<file path="config.mk">
export PLATFORM = sky130hd
export DESIGN_NAME = usbclk_seq
export DESIGN_NICKNAME = d
export VERILOG_FILES = /design/src/rtl/usbclk_pkg.sv /design/src/rtl/usbclk_use_cnt.sv /design/src/rtl/usbclk_step_timer.sv /design/src/rtl/usbclk_div_sel.sv /design/src/rtl/usbclk_seq.sv
export SDC_FILE = /design/constraint.sdc
export NUM_CORES = 1
export LEC_CHECK = 0
export ABC_AREA = 0
export BUFFER_PORTS_ARGS = -buffer_cell sky130_fd_sc_hd__buf_2
export CELL_PAD_IN_SITES_DETAIL_PLACEMENT = 0
export CELL_PAD_IN_SITES_GLOBAL_PLACEMENT = 1
export CORE_UTILIZATION = 36
export CTS_CLUSTER_DIAMETER = 30
export CTS_CLUSTER_SIZE = 25
export DETAILED_ROUTE_END_ITERATION = 10
export PLACE_DENSITY = 0.75
export SYNTH_ARGS = -nofsm -noshare
export SYNTH_HDL_FRONTEND = slang
export SYNTH_SLANG_ARGS = --single-unit
</file>
<file path="constraint.sdc">
create_clock -name clk_i -period 3.8 [get_ports clk_i]
set_clock_uncertainty 0.05 [all_clocks]
set_input_delay 0.57 -clock clk_i [delete_from_list [all_inputs] [get_ports clk_i]]
set_output_delay 0.57 -clock clk_i [all_outputs]
set_load 0.01 [all_outputs]
</file>
<file path="src/rtl/usbclk_pkg.sv">
package usbclk_pkg;

  typedef enum logic [3:0] {
    ST_IDLE, ST_IFEN, ST_POR, ST_REF, ST_HDIV, ST_HEN, ST_HREL, ST_PORCLR,
    ST_ATE_ON, ST_ATE_OFF, ST_OREL, ST_OEN, ST_PREL, ST_HOSTREL, ST_TUNE, ST_FIN
  } seq_st_e;

  typedef struct packed {
    logic if_en;
    logic phy_por;
    logic phy_rst_n;
    logic host_rst_n;
    logic hdiv_en;
    logic odiv_en;
    logic hdiv_rst_n;
    logic odiv_rst_n;
    logic ate_rst;
  } rst_ctrl_t;

  localparam rst_ctrl_t CTRL_RESET = '{
    if_en: 1'b0, phy_por: 1'b1, phy_rst_n: 1'b0, host_rst_n: 1'b0,
    hdiv_en: 1'b0, odiv_en: 1'b0, hdiv_rst_n: 1'b0, odiv_rst_n: 1'b0,
    ate_rst: 1'b0
  };

  // wait length in clock cycles, rounded up, never below one
  function automatic longint unsigned ns_to_cycles(longint unsigned ns,
                                                   longint unsigned hz);
    longint unsigned c;
    c = (ns * hz + 64'd999_999_999) / 64'd1_000_000_000;
    if (c == 0) c = 1;
    return c;
  endfunction

  function automatic logic [3:0] host_div_map(longint unsigned io_hz);
    longint unsigned q;
    q = io_hz / 64'd130_000_000;
    if (q == 0)       return 4'd1;
    else if (q <= 4)  return 4'(q);
    else if (q == 5)  return 4'd4;
    else if (q <= 7)  return 4'd6;
    else if (q <= 11) return 4'd8;
    else              return 4'd12;
  endfunction

  function automatic logic [1:0] ref_div_code(logic [31:0] hz);
    case (hz)
      32'd24_000_000: return 2'd1;
      32'd48_000_000: return 2'd2;
      default:        return 2'd0;
    endcase
  endfunction

endpackage

</file>
<file path="src/rtl/usbclk_use_cnt.sv">
module usbclk_use_cnt #(
  parameter int unsigned CNT_W = 4
) (
  input  logic             clk_i,
  input  logic             rst_ni,
  input  logic             start_i,
  input  logic             stop_i,
  output logic             first_o,
  output logic [CNT_W-1:0] cnt_o
);
  localparam logic [CNT_W-1:0] CNT_MAX = '1;

  logic [CNT_W-1:0] cnt_q;
  logic inc, dec;

  assign inc     = start_i && !stop_i && (cnt_q != CNT_MAX);
  assign dec     = stop_i && !start_i && (cnt_q != '0);
  assign first_o = start_i && !stop_i && (cnt_q == '0);
  assign cnt_o   = cnt_q;

  always_ff @(posedge clk_i or negedge rst_ni) begin
    if (!rst_ni)  cnt_q <= '0;
    else if (inc) cnt_q <= cnt_q + 1'b1;
    else if (dec) cnt_q <= cnt_q - 1'b1;
  end

  a_r2_stop_at_zero: assert property (@(posedge clk_i) disable iff (!rst_ni)
    (stop_i && !start_i && cnt_q == '0) |=> (cnt_q == '0));
  a_r2_no_wrap: assert property (@(posedge clk_i) disable iff (!rst_ni)
    (start_i && !stop_i && cnt_q == CNT_MAX) |=> (cnt_q == CNT_MAX));
  a_r2_both_hold: assert property (@(posedge clk_i) disable iff (!rst_ni)
    (start_i && stop_i) |=> $stable(cnt_q));

endmodule

</file>
<file path="src/rtl/usbclk_step_timer.sv">
module usbclk_step_timer #(
  parameter int unsigned W = 8
) (
  input  logic         clk_i,
  input  logic         rst_ni,
  input  logic         restart_i,
  input  logic [W-1:0] limit_i,
  output logic         expire_o
);
  logic [W-1:0] cnt_q;

  assign expire_o = (cnt_q == limit_i - 1'b1);

  always_ff @(posedge clk_i or negedge rst_ni) begin
    if (!rst_ni)        cnt_q <= '0;
    else if (restart_i) cnt_q <= '0;
    else                cnt_q <= cnt_q + 1'b1;
  end

  a_r8_timer_bound: assert property (@(posedge clk_i) disable iff (!rst_ni)
    cnt_q < limit_i);

endmodule

</file>
<file path="src/rtl/usbclk_div_sel.sv">
module usbclk_div_sel
  import usbclk_pkg::*;
#(
  parameter longint unsigned IO_CLK_HZ = 64'd150_000_000
) (
  input  logic        ref_crystal_i,
  input  logic [31:0] ref_hz_i,
  output logic        ref_sel_o,
  output logic [1:0]  ref_div_o,
  output logic [3:0]  host_div_o
);
  localparam logic [3:0] HOST_DIV = host_div_map(IO_CLK_HZ);

  assign ref_sel_o  = !ref_crystal_i;
  assign ref_div_o  = ref_div_code(ref_hz_i);
  assign host_div_o = HOST_DIV;

endmodule

</file>
<file path="src/rtl/usbclk_seq.sv">
module usbclk_seq
  import usbclk_pkg::*;
#(
  parameter longint unsigned IO_CLK_HZ = 64'd150_000_000,
  parameter int unsigned N_PORTS   = 2,
  parameter int unsigned CNT_W     = 4,
  parameter int unsigned VREF_W    = 4,
  parameter int unsigned RISE_W    = 2,
  parameter int unsigned PRE_W     = 2,
  parameter int unsigned FLA_W     = 6,
  parameter int unsigned VREF_VAL  = 15,
  parameter int unsigned RISE_VAL  = 1,
  parameter int unsigned PRE_VAL   = 1,
  parameter int unsigned FLA_VAL   = 32
) (
  input  logic                      clk_i,
  input  logic                      rst_ni,
  input  logic                      start_i,
  input  logic                      stop_i,
  input  logic                      ref_crystal_i,
  input  logic [31:0]               ref_hz_i,
  output logic                      if_en_o,
  output logic                      phy_por_o,
  output logic                      phy_rst_no,
  output logic                      host_rst_no,
  output logic                      hdiv_en_o,
  output logic                      hdiv_rst_no,
  output logic                      odiv_en_o,
  output logic                      odiv_rst_no,
  output logic                      ate_rst_o,
  output logic                      ref_sel_o,
  output logic [1:0]                ref_div_o,
  output logic [3:0]                host_div_o,
  output logic [N_PORTS*VREF_W-1:0] vref_tune_o,
  output logic [N_PORTS*RISE_W-1:0] rise_tune_o,
  output logic [N_PORTS*PRE_W-1:0]  preemph_tune_o,
  output logic [FLA_W-1:0]          fla_o,
  output logic [CNT_W-1:0]          use_cnt_o,
  output logic                      done_o
);
  localparam longint unsigned CYC_10NS  = ns_to_cycles(64'd10, IO_CLK_HZ);
  localparam longint unsigned CYC_20NS  = ns_to_cycles(64'd20, IO_CLK_HZ);
  localparam longint unsigned CYC_1US   = ns_to_cycles(64'd1_000, IO_CLK_HZ);
  localparam longint unsigned CYC_1MS   = ns_to_cycles(64'd1_000_000, IO_CLK_HZ);
  localparam longint unsigned CYC_DIV   = 64;
  localparam longint unsigned MAX_DWELL = (CYC_1MS > CYC_DIV) ? CYC_1MS : CYC_DIV;
  localparam int unsigned     TMR_W     = $clog2(MAX_DWELL + 1);

  seq_st_e          st_q, st_nxt;
  rst_ctrl_t        ctrl_q;
  logic             done_q, tuned_q;
  logic             ref_sel_q;
  logic [1:0]       ref_div_q;
  logic [3:0]       host_div_q;
  logic             first, fire, adv, expire;
  logic [TMR_W-1:0] dwell;
  logic             sel_ref_sel;
  logic [1:0]       sel_ref_div;
  logic [3:0]       sel_host_div;

  usbclk_use_cnt #(.CNT_W(CNT_W)) u_use_cnt (
    .clk_i   (clk_i),
    .rst_ni  (rst_ni),
    .start_i (start_i),
    .stop_i  (stop_i),
    .first_o (first),
    .cnt_o   (use_cnt_o)
  );

  usbclk_div_sel #(.IO_CLK_HZ(IO_CLK_HZ)) u_div_sel (
    .ref_crystal_i (ref_crystal_i),
    .ref_hz_i      (ref_hz_i),
    .ref_sel_o     (sel_ref_sel),
    .ref_div_o     (sel_ref_div),
    .host_div_o    (sel_host_div)
  );

  always_comb begin
    unique case (st_q)
      ST_HREL, ST_OEN: dwell = TMR_W'(CYC_DIV);
      ST_PORCLR:       dwell = TMR_W'(CYC_1MS);
      ST_ATE_ON:       dwell = TMR_W'(CYC_10NS);
      ST_ATE_OFF:      dwell = TMR_W'(CYC_20NS);
      ST_PREL:         dwell = TMR_W'(CYC_1US);
      default:         dwell = TMR_W'(1);
    endcase
  end

  assign fire = first && (st_q == ST_IDLE);
  assign adv  = (st_q != ST_IDLE) && expire;

  usbclk_step_timer #(.W(TMR_W)) u_timer (
    .clk_i     (clk_i),
    .rst_ni    (rst_ni),
    .restart_i (adv || (st_q == ST_IDLE)),
    .limit_i   (dwell),
    .expire_o  (expire)
  );

  always_comb begin
    unique case (st_q)
      ST_IFEN:    st_nxt = ctrl_q.host_rst_n ? ST_TUNE : ST_POR;
      ST_POR:     st_nxt = ST_REF;
      ST_REF:     st_nxt = ST_HDIV;
      ST_HDIV:    st_nxt = ST_HEN;
      ST_HEN:     st_nxt = ST_HREL;
      ST_HREL:    st_nxt = ST_PORCLR;
      ST_PORCLR:  st_nxt = ST_ATE_ON;
      ST_ATE_ON:  st_nxt = ST_ATE_OFF;
      ST_ATE_OFF: st_nxt = ST_OREL;
      ST_OREL:    st_nxt = ST_OEN;
      ST_OEN:     st_nxt = ST_PREL;
      ST_PREL:    st_nxt = ST_HOSTREL;
      ST_HOSTREL: st_nxt = ST_TUNE;
      ST_TUNE:    st_nxt = ST_FIN;
      default:    st_nxt = ST_IDLE;
    endcase
  end

  // actions happen on entry to a step; the dwell is counted inside it
  always_ff @(posedge clk_i or negedge rst_ni) begin
    if (!rst_ni) begin
      st_q       <= ST_IDLE;
      ctrl_q     <= CTRL_RESET;
      done_q     <= 1'b0;
      tuned_q    <= 1'b0;
      ref_sel_q  <= 1'b0;
      ref_div_q  <= '0;
      host_div_q <= '0;
    end else if (fire) begin
      st_q         <= ST_IFEN;
      ctrl_q.if_en <= 1'b1;
      done_q       <= 1'b0;
    end else if (adv) begin
      st_q <= st_nxt;
      unique case (st_nxt)
        ST_POR: begin
          ctrl_q.phy_por    <= 1'b1;
          ctrl_q.phy_rst_n  <= 1'b0;
          ctrl_q.host_rst_n <= 1'b0;
          ctrl_q.hdiv_rst_n <= 1'b0;
          ctrl_q.odiv_rst_n <= 1'b0;
          ctrl_q.hdiv_en    <= 1'b0;
          ctrl_q.odiv_en    <= 1'b0;
        end
        ST_REF: begin
          ref_sel_q <= sel_ref_sel;
          ref_div_q <= sel_ref_div;
        end
        ST_HDIV:    host_div_q        <= sel_host_div;
        ST_HEN:     ctrl_q.hdiv_en    <= 1'b1;
        ST_HREL:    ctrl_q.hdiv_rst_n <= 1'b1;
        ST_PORCLR:  ctrl_q.phy_por    <= 1'b0;
        ST_ATE_ON:  ctrl_q.ate_rst    <= 1'b1;
        ST_ATE_OFF: ctrl_q.ate_rst    <= 1'b0;
        ST_OREL:    ctrl_q.odiv_rst_n <= 1'b1;
        ST_OEN:     ctrl_q.odiv_en    <= 1'b1;
        ST_PREL:    ctrl_q.phy_rst_n  <= 1'b1;
        ST_HOSTREL: ctrl_q.host_rst_n <= 1'b1;
        ST_TUNE:    tuned_q           <= 1'b1;
        ST_FIN:     done_q            <= 1'b1;
        default: ;
      endcase
    end
  end

  assign if_en_o     = ctrl_q.if_en;
  assign phy_por_o   = ctrl_q.phy_por;
  assign phy_rst_no  = ctrl_q.phy_rst_n;
  assign host_rst_no = ctrl_q.host_rst_n;
  assign hdiv_en_o   = ctrl_q.hdiv_en;
  assign hdiv_rst_no = ctrl_q.hdiv_rst_n;
  assign odiv_en_o   = ctrl_q.odiv_en;
  assign odiv_rst_no = ctrl_q.odiv_rst_n;
  assign ate_rst_o   = ctrl_q.ate_rst;
  assign ref_sel_o   = ref_sel_q;
  assign ref_div_o   = ref_div_q;
  assign host_div_o  = host_div_q;
  assign done_o      = done_q;
  assign fla_o       = tuned_q ? FLA_W'(FLA_VAL) : '0;

  for (genvar g = 0; g < N_PORTS; g++) begin : g_port
    assign vref_tune_o[g*VREF_W +: VREF_W]  = tuned_q ? VREF_W'(VREF_VAL) : '0;
    assign rise_tune_o[g*RISE_W +: RISE_W]  = tuned_q ? RISE_W'(RISE_VAL) : '0;
    assign preemph_tune_o[g*PRE_W +: PRE_W] = tuned_q ? PRE_W'(PRE_VAL) : '0;
  end

  a_r7_por_after_hdiv: assert property (@(posedge clk_i) disable iff (!rst_ni)
    $fell(phy_por_o) |-> (hdiv_en_o && hdiv_rst_no));
  a_r8_ate_after_por: assert property (@(posedge clk_i) disable iff (!rst_ni)
    ate_rst_o |-> !phy_por_o);
  a_r9_host_after_phy: assert property (@(posedge clk_i) disable iff (!rst_ni)
    $rose(host_rst_no) |-> (phy_rst_no && odiv_en_o && odiv_rst_no));
  a_r9_phy_after_odiv: assert property (@(posedge clk_i) disable iff (!rst_ni)
    $rose(phy_rst_no) |-> odiv_en_o);
  a_r10_done_tuned: assert property (@(posedge clk_i) disable iff (!rst_ni)
    done_o |-> (fla_o == FLA_W'(FLA_VAL)));
  a_r11_no_por_rerise: assert property (@(posedge clk_i) disable iff (!rst_ni)
    !$rose(phy_por_o));

endmodule

</file>
==> run_results.csv, run 1 <==
group,metric,value,unit
yosys,synth-edff-count,0,
global_routing,grt_pass1_wl,11200,µm
yosys,synthTopCellsByArea,"dfrtp_1, buf_4, xor2_1",
yosys,synth-seq-cells,41,
floorplan,die_area,0.00878,mm²
clock_tree,clockBufferDepth,2,
yosys,netlist_area,0.00303,mm²
clock_tree,root_buffer,"clkbuf_8",
routing,vias_per_cell,5.13,
clock_tree,numCtsBuffers,5,
final_layout,fillerInstances,815,
final_layout,nets,432,
routing,routed_wl,6660,µm
clock_tree,cts_tree,"yes",
place,place_congestion,0.833,
sta,slew_headroom,36.0,%
global_routing,antenna_found_initial,0,
job,maxCapViolCount,0,
yosys,synth_ff_type,"dfrtp_1",
power,total_power,1080,µW
yosys,synth_top_area_cell,"dfrtp_1",
sta,setup_violations,0,
yosys,ys_warn_count,0,
clock_tree,htree_levels,2,
worst_setup_path,critPathMaxFanout,9,
power,peakVddDrop,0.183,mV
final_layout,drive_gt1_share,27.0,%
global_routing,grt_use_total,16.2,%
worst_setup_path,crit_path_end_kind,"flip-flop",
routing,wl_per_cell,13.5,µm
floorplan,die_y,93.7,µm
sta,rsz0062_at_grt,"no",
clock_tree,cts_num_sinks,41,
sta,hold_viol,0,
sta,setup-tns-final,0,ns
final_layout,antenna_cells,0,
yosys,avgSynthCellArea,9.04,µm²
floorplan,start_util,37.0,%
yosys,netlist_instances,335,
floorplan,io_pins,80,
global_routing,grt_pass1_vias,2375,
power,powerDensity,312,mW/mm²
yosys,ys_seq_area_share,33.9,%
global_routing,grt_max_degree,42,
clock_tree,path_clk_slew,0.09,ns
routing,vias,2534,
floorplan,core,0.00818,mm²
place,dp_hpwl,5120,µm
sta,worstMarginPinSlew,0.960,ns
yosys,synth_async_sr_flop_share,100,%
final_layout,area_growth,14.8,%
floorplan,row_count,33,
worst_setup_path,required,3.92,ns
sta,drv_slew,0,
yosys,synth_cell_types,68,
worst_setup_path,critical_path_class,"flip-flop to flip-flop",
floorplan,fp.dieW,93.7,µm
yosys,synth_top_area_share,33.1,%
min_path,min_path_type,"input port to asynchronous set/reset pin",
sta,max_freq,281,MHz
routing,dr.first_iter.drc_count,145,
yosys,post-synth-top-count-cell,"dfrtp_1",
routing,drt-pass1-iter-count,4,
worst_setup_path,arrival,3.69,ns
worst_setup_path,start_kind,"flip-flop",
run_status,status,"complete, no violations",
place,port_buffers,67,
global_routing,grt_overflow,0,
sta,post-route-period-util,93.7,%
routing,ant_nets,0,
power,p_leak,0.00162,µW
yosys,synthTopCellsByCount,"dfrtp_1, nor2_1, buf_4",
clock_tree,clk_latency,0.30,ns
routing,post-route-drc-count,0,
sta,fin_crit,3.56,ns
## state kept, by name, summed over array words and instances (netlist names)
| register | count |
|---|---|
| ate_rst_o | 1 |
| done_o | 1 |
| hdiv_en_o | 1 |
| hdiv_rst_no | 1 |
| host_div_o | 1 |
| host_rst_no | 1 |
| if_en_o | 1 |
| odiv_en_o | 1 |
| odiv_rst_no | 1 |
| phy_por_o | 1 |
| phy_rst_no | 1 |
| ref_div_o | 2 |
| ref_sel_o | 1 |
| st_q | 4 |
| tuned_q | 1 |
| u_timer.cnt_q | 18 |
| u_use_cnt.cnt_o | 4 |
## cell usage in the layout, fill, tap and decap left out, types with 5 or more instances in the layout
cell type,synthesis,final
nor3_1,8,8
dfrtp_1,40,39
buf_4,29,11
nand4_1,7,7
nand3_1,14,14
o21ai_0,5,5
ha_1,6,6
inv_1,13,13
nor4_1,6,6
xnor2_1,13,13
and3_1,10,10
a21oi_1,7,7
buf_2,3,67
o21ai_1,5,5
o31ai_1,7,7
nor4bb_1,5,5
nor2_1,31,31
mux2i_1,6,6
xor2_1,15,15
nand2_1,21,21
conb_1,1,12
nor2b_1,8,8
clkbuf_8,0,5
## final timing paths
check                           slack (ns)  depth (start not counted)     startpoint           endpoint
worst max-delay path                  0.24                         14        st_q[3]         phy_rst_no
worst min-delay path                  0.37                          1         rst_ni  u_timer.cnt_q[12]
worst max register to register        0.24                         14        st_q[3]         phy_rst_no
worst min register to register        0.42                          1  host_div_o[0]      host_div_o[0]
max in group asynchronous             2.68                          1         rst_ni            st_q[3]
min in group clk_i                    0.38                          2  ref_crystal_i          ref_sel_o
## logic make-up (layout without fill, tap and decap cells)
| logic type | count (synthesis) | count (layout) | share of synthesized area (%) |
|---|---|---|---|
| flip-flops | 41 | 41 | 33.9 |
| AO/OA/AOI/OAI | 57 | 57 | 13.5 |
| AND/OR/NAND/NOR | 136 | 136 | 27.2 |
| adder cells (fa/ha/maj) | 7 | 7 | 3.14 |
| buffers and inverters | 57 | 100 | 11.3 |
| other | 1 | 12 | 0.124 |
| XOR/XNOR | 28 | 28 | 8.10 |
| multiplexers | 8 | 8 | 2.73 |
## report_power, final
group | leakage, µW | internal [µW] | switching, µW | total, µW
Combinational | 0.00104 | 82.6 | 77.1 | 160
Clock | 0.0000687 | 265 | 166 | 430
Sequential | 0.000511 | 459 | 35.3 | 494
## stage by stage
stage	instance area [µm²]	hold slack (ns)	worst slack, ns	util [%]	std cells
2_1_floorplan	3070	0.224	0.236	-	346
3_3_place_gp	3330	0.398	0.266	40.7	486
3_5_place_dp	3330	0.408	0.182	40.7	486
4_1_cts	3470	0.373	0.177	42.4	494
5_1_grt	3480	0.395	0.0137	42.5	494
6_report	3480	0.366	0.238	42.5	494
## critical path, stage by stage (launching register included)
cell	delay (ns)
dfrtp_2	0.47
a21oi_1	0.25
o21bai_1	0.11
ha_1	0.21
ha_1	0.21
o211ai_1	0.13
inv_1	0.07
ha_1	0.29
xnor2_1	0.14
nor3_1	0.17
nand4_1	0.13
a211o_4	0.33
or3_4	0.41
o41ai_1	0.34
o211ai_1	0.13
## timing repair
action                                  CTS  global route
endpoints found under the setup margin    0             1
resized for setup                         0             2
buffers inserted                          0             0
hold buffers                              0             0
## area by class of cell
class                      count  area (µm²)  share of cell area (%)
sequential                    41        1030                    29.6
timing repair buffer          78         418                    12.0
tap                          105         131                    3.78
multi-input combinational    248        1710                    49.2
inverter                      14        52.6                    1.51
clock buffer                   5        68.8                    1.98
clock inverter                 3        68.8                    1.98
## routing by layer
metal  part of all wire (%)  up-vias  global-route usage [%]
li1                       -     1259                       -
met1                     45     1177                    21.1
met2                     48       91                    26.9
met3                    5.7        7                    2.43
met4                    1.5        0                    6.15
met5                      0        -                       0
(Power assumes the default switching activity.)
==> inputs of run 2 (changes only) <==
Settings changed: BUFFER_PORTS_ARGS -buffer_cell sky130_fd_sc_hd__buf_2 to unset, CORE_UTILIZATION 36 to 43, DONT_BUFFER_PORTS set to 1, PLACE_DENSITY 0.75 to 0.74.
==> run_results.csv, run 2 (same netlist as run 1, synthesis figures left out) <==
group,metric,value,unit
final_layout,area_growth,2.23,%
routing,routed_wl,6590,µm
place,dp_slack,0.226,ns
power,powerDensity,303,mW/mm²
power,p_int,682,µW
final_layout,final_common_cell,"dfrtp_1",
routing,post-route-drc-count,0,
final_layout,nets,364,
sta,setup-tns-final,0,ns
routing,wl_per_cell,15.8,µm
sta,max_freq,281,MHz
worst_setup_path,crit_path_end_kind,"flip-flop",
sta,drv_slew,0,
final_layout,final_cell_mix,"dfrtp_1, nor2_1, nand2_1",
final_layout,multiInputGateArea,0.00170,mm²
clock_tree,htree_levels,2,
power,pwr-share-seq,54.3,%
sta,fin_crit,3.55,ns
global_routing,grt_overflow,0,
power,peakVddDrop,0.242,mV
min_path,min_path_type,"input port to asynchronous set/reset pin",
worst_setup_path,arrival,3.66,ns
floorplan,die_y,85.9,µm
clock_tree,clk_latency,0.29,ns
global_routing,grt_pass1_vias,2190,
final_layout,antenna_cells,0,
routing,ant_nets,0,
floorplan,fp.dieW,85.9,µm
routing,drt-pass1-iter-count,5,
global_routing,grt_max_degree,41,
final_layout,fillerInstances,675,
worst_setup_path,required,3.91,ns
final_layout,largest_register_ffs,18,
sta,hold_slack,0.0654,ns
clock_tree,root_buffer,"clkbuf_8",
floorplan,core,0.00679,mm²
worst_setup_path,r2r-start,"st_q[0]",
clock_tree,clockBufferDepth,2,
power,total_power,939,µW
sta,post-route-period-util,93.5,%
global_routing,antenna_found_initial,0,
power,pwr-share-comb,11.8,%
worst_setup_path,start_kind,"flip-flop",
final_layout,top_register,"u_timer.cnt_q",
job,maxCapViolCount,0,
sta,hold_viol,0,
sta,rsz0062_at_grt,"no",
worst_setup_path,critical_path_class,"flip-flop to flip-flop",
routing,dr.first_iter.drc_count,186,
worst_setup_path,critPathMaxFanout,9,
worst_setup_path,worst-path-buf-inv,1,
floorplan,io_pins,80,
clock_tree,path_clk_slew,0.08,ns
worst_setup_path,rrSetupSlack,0.25,ns
worst_setup_path,crit_path_max_incr_delay,0.49,ns
worst_setup_path,worst_r2r_path_depth,14,
sta,worstMarginPinSlew,1.17,ns
power,p_sw,257,µW
routing,vias,2355,
worst_setup_path,critPathMostFrequentCell,"ha_1",
place,port_buffers,0,
place,dp_hpwl,4870,µm
sta,setup_slack,0.247,ns
clock_tree,cts_setup_buffers,0,
routing,vias_per_cell,5.65,
power,clockPowerShare,33.9,%
worst_setup_path,worstPathCellList,"nor3b_1, o21bai_1, ha_1, ha_1, o211ai_1, inv_1, ha_1, xnor2_1, nor3_1, nand4_1, a211o_1, or3_4, o41ai_1, o211ai_1",
floorplan,start_util,44.6,%
worst_setup_path,reg2reg_to,"phy_rst_no",
final_layout,drive_gt1_share,11.8,%
final_layout,seq_area,0.00103,mm²
floorplan,row_count,30,
run_status,status,"complete, no violations",
floorplan,die_area,0.00738,mm²
worst_setup_path,cpLargestDelayFamily,"compound AO/OA/AOI/OAI gates",
power,p_leak,0.00131,µW
sta,setup_violations,0,
clock_tree,numCtsBuffers,5,
global_routing,grt_use_total,19.4,%
place,place_congestion,0.901,
sta,slew_headroom,22.3,%
global_routing,grt_pass1_wl,11200,µm
worst_setup_path,cp_slowest_cell,"dfrtp_2",
clock_tree,cts_num_sinks,41,
power,switching_share,27.4,%
clock_tree,cts_tree,"yes",
run 2: metal layers:
metal,routed length [µm],GRT usage [%]
met1,3150,28.0
met2,2960,29.7
met3,376,2.69
met4,105,6.67
met5,0,0
run 2: final cells by class:
class	count	area share, %
Multi-Input combinational cell	248	55.1
Sequential cell	41	33.3
Tap cell	96	3.88
Clock buffer	7	3.11
Timing Repair Buffer	10	2.83
Inverter	14	1.70
Clock inverter	1	0.162
run 2: worst max-delay path by stage:
stage,cells after the start,start,slack (ns),endpoint
after CTS,14,st_q[0],0.19,phy_rst_no
after global routing,14,st_q[1],0.02,phy_rst_no
after floorplan,17,st_q[2],0.24,odiv_en_o
after global placement,14,st_q[0],0.30,odiv_en_o
after detailed placement,14,st_q[0],0.23,phy_rst_no
final,14,st_q[0],0.25,phy_rst_no
run 2: power groups by stage:
stage	Combinational [µW]	Sequential, µW	Clock, µW
3_3_place_gp	99.2	519	0
5_1_grt	130	516	352
6_report	111	510	318
3_5_place_dp	101	520	0
4_1_cts	113	511	332
2_1_floorplan	98.6	508	0
run 2: per-stage QoR:
| stage | cells | util [%] | instance area (µm²) |
|---|---|---|---|
| after floorplan | 346 | - | 3070 |
| after CTS | 417 | 45.5 | 3090 |
| after global placement | 408 | 43.7 | 2970 |
| after detailed placement | 408 | 43.7 | 2970 |
| final | 417 | 45.6 | 3100 |
| after global routing | 417 | 45.6 | 3100 |
run 2: timing repair:
item | CTS | global route
gates resized for setup | 0 | 3
endpoints found under the setup margin | 0 | 7
hold buffers | 1 | 0
endpoints found under the hold margin | 40 | 0
==> inputs of run 3 (changes only) <==
Settings changed: CORE_MARGIN set to 2, SETUP_SLACK_MARGIN set to 0.4, SLEW_MARGIN set to 20.
==> run_results.csv, run 3 (same netlist as run 1, synthesis figures left out) <==
group,metric,value,unit
power,p_leak,0.00139,µW
sta,setup-tns-final,0,ns
global_routing,grt_max_degree,41,
place,dp_slack,0.270,ns
final_layout,final_cell_mix,"dfrtp_1, nor2_1, nand2_1",
floorplan,fp.dieW,87.9,µm
final_layout,nets,375,
place,place_inst,410,
routing,routed_wl,6890,µm
global_routing,grt_overflow,0,
floorplan,io_pins,80,
sta,post-route-period-util,88.8,%
final_layout,top_register,"u_timer.cnt_q",
routing,vias_per_cell,5.59,
min_path,min_path_type,"input port to asynchronous set/reset pin",
sta,max_freq,296,MHz
final_layout,antenna_cells,0,
clock_tree,root_buffer,"clkbuf_8",
worst_setup_path,required,3.91,ns
worst_setup_path,worstPathCellList,"nor3b_4, o21bai_4, ha_4, ha_4, o211ai_1, inv_1, ha_4, xnor2_4, nor3_2, nand4_1, a211o_1, or3_4, o41ai_2, o311ai_1",
job,maxCapViolCount,0,
sta,hold_viol,0,
final_layout,fin_cells,427,
power,powerDensity,277,mW/mm²
global_routing,grt_pass1_wl,11400,µm
floorplan,start_util,44.6,%
global_routing,antenna_found_initial,0,
routing,wl_per_cell,16.1,µm
sta,fin_crit,3.38,ns
worst_setup_path,start_kind,"flip-flop",
floorplan,die_area,0.00773,mm²
worst_setup_path,arrival,3.48,ns
sta,rsz0062_at_grt,"yes",
worst_setup_path,crit_path_max_incr_delay,0.46,ns
floorplan,core,0.00679,mm²
final_layout,largest_register_ffs,18,
global_routing,grt_pass1_vias,2335,
routing,ant_nets,0,
run_status,status,"complete, no violations",
routing,drt-pass1-iter-count,4,
worst_setup_path,critPathMostFrequentCell,"ha_4",
routing,vias,2389,
place,place_congestion,0.814,
worst_setup_path,cp_slowest_cell,"dfrtp_2",
final_layout,final_common_cell,"dfrtp_1",
global_routing,grt_use_total,18.8,%
power,peakVddDrop,0.248,mV
final_layout,drive_gt1_share,18.4,%
sta,worstMarginPinSlew,0.760,ns
worst_setup_path,critPathMaxFanout,5,
sta,setup_slack,0.425,ns
sta,setup_violations,0,
sta,slew_headroom,49.3,%
sta,drv_slew,0,
worst_setup_path,crit_path_end_kind,"flip-flop",
place,dp_hpwl,4990,µm
clock_tree,cts_num_sinks,41,
clock_tree,numCtsBuffers,5,
floorplan,row_count,30,
final_layout,area_growth,9.46,%
clock_tree,clk_latency,0.30,ns
routing,post-route-drc-count,0,
worst_setup_path,critical_path_class,"flip-flop to flip-flop",
clock_tree,path_clk_slew,0.08,ns
clock_tree,clockBufferDepth,2,
place,port_buffers,0,
routing,dr.first_iter.drc_count,111,
clock_tree,htree_levels,2,
floorplan,die_y,87.9,µm
clock_tree,cts_tree,"yes",
==> run 3: cell count changes in the layout (fill, tap and decap cells not counted), moves of 2 or more <==
cell	delta
buf_4	+8
buf_6	+3
dfrtp_1	-2
dfrtp_2	+2
ha_1	-3
ha_4	+3
o41ai_1	-2
o41ai_2	+2
==> run 3: worst paths after layout <==
check                         startpoint           endpoint  slack (ns)  cells past startpoint
min reg2reg                    phy_por_o          phy_por_o        0.49                      2
max                              st_q[3]          odiv_en_o        0.42                     14
min                               rst_ni  u_timer.cnt_q[12]        0.06                      1
max reg2reg                      st_q[3]          odiv_en_o        0.42                     14
max in group asynchronous         rst_ni          ate_rst_o        3.42                      1
min in group clk_i         ref_crystal_i          ref_sel_o        0.31                      1
==> run 3: layer usage <==
metal	global-route usage, %	vias to the layer above	wire, µm
met2	30.0	79	3150
met5	0	-	0
met4	5.45	0	95
li1	-	1149	-
met1	26.4	1155	3240
met3	3.11	6	401
==> run 3: where the power goes <==
group | internal (µW) | switching, µW | total [µW]
clock | 144 | 150 | 295
sequential | 459 | 51.5 | 510
combinational | 58.2 | 53.3 | 111
total | 662 | 255 | 917
==> run 3: cell type report <==
type | count | area [µm²]
multi-input combinational | 248 | 1840
clock buffer | 7 | 86.3
timing repair buffer | 21 | 181
inverter | 14 | 52.6
sequential | 41 | 1030
fill | 657 | 3480
tap | 96 | 120
==> run 3: worst max-delay path, delay by kind of cell, from the launching register on <==
kind	cells	cell delay, ns
compound gates	5	1.07
fa+ha+maj	3	0.57
simple gates	4	0.85
buf+inv	1	0.11
flops	1	0.46
xor+xnor	1	0.13
==> run 3: what timing repair did <==
item	in CTS	in global routing
pin swaps	3	10
hold buffers	1	0
endpoints found under the setup margin	13	31
buffers inserted	2	7
resized for setup	3	20
hold endpoints to repair	40	0
==> run 3: metrics by stage <==
step                      hold slack, ns  utilization [%]  cell area, µm²  total power (µW)
after CTS                         0.0523             46.4            3150               927
after global placement             0.225             44.4            3010               617
after global routing              0.0487             48.8            3310               970
final                             0.0560             48.8            3310               917
after floorplan                    0.224                -            3120               607
after detailed placement           0.226             44.4            3010               622
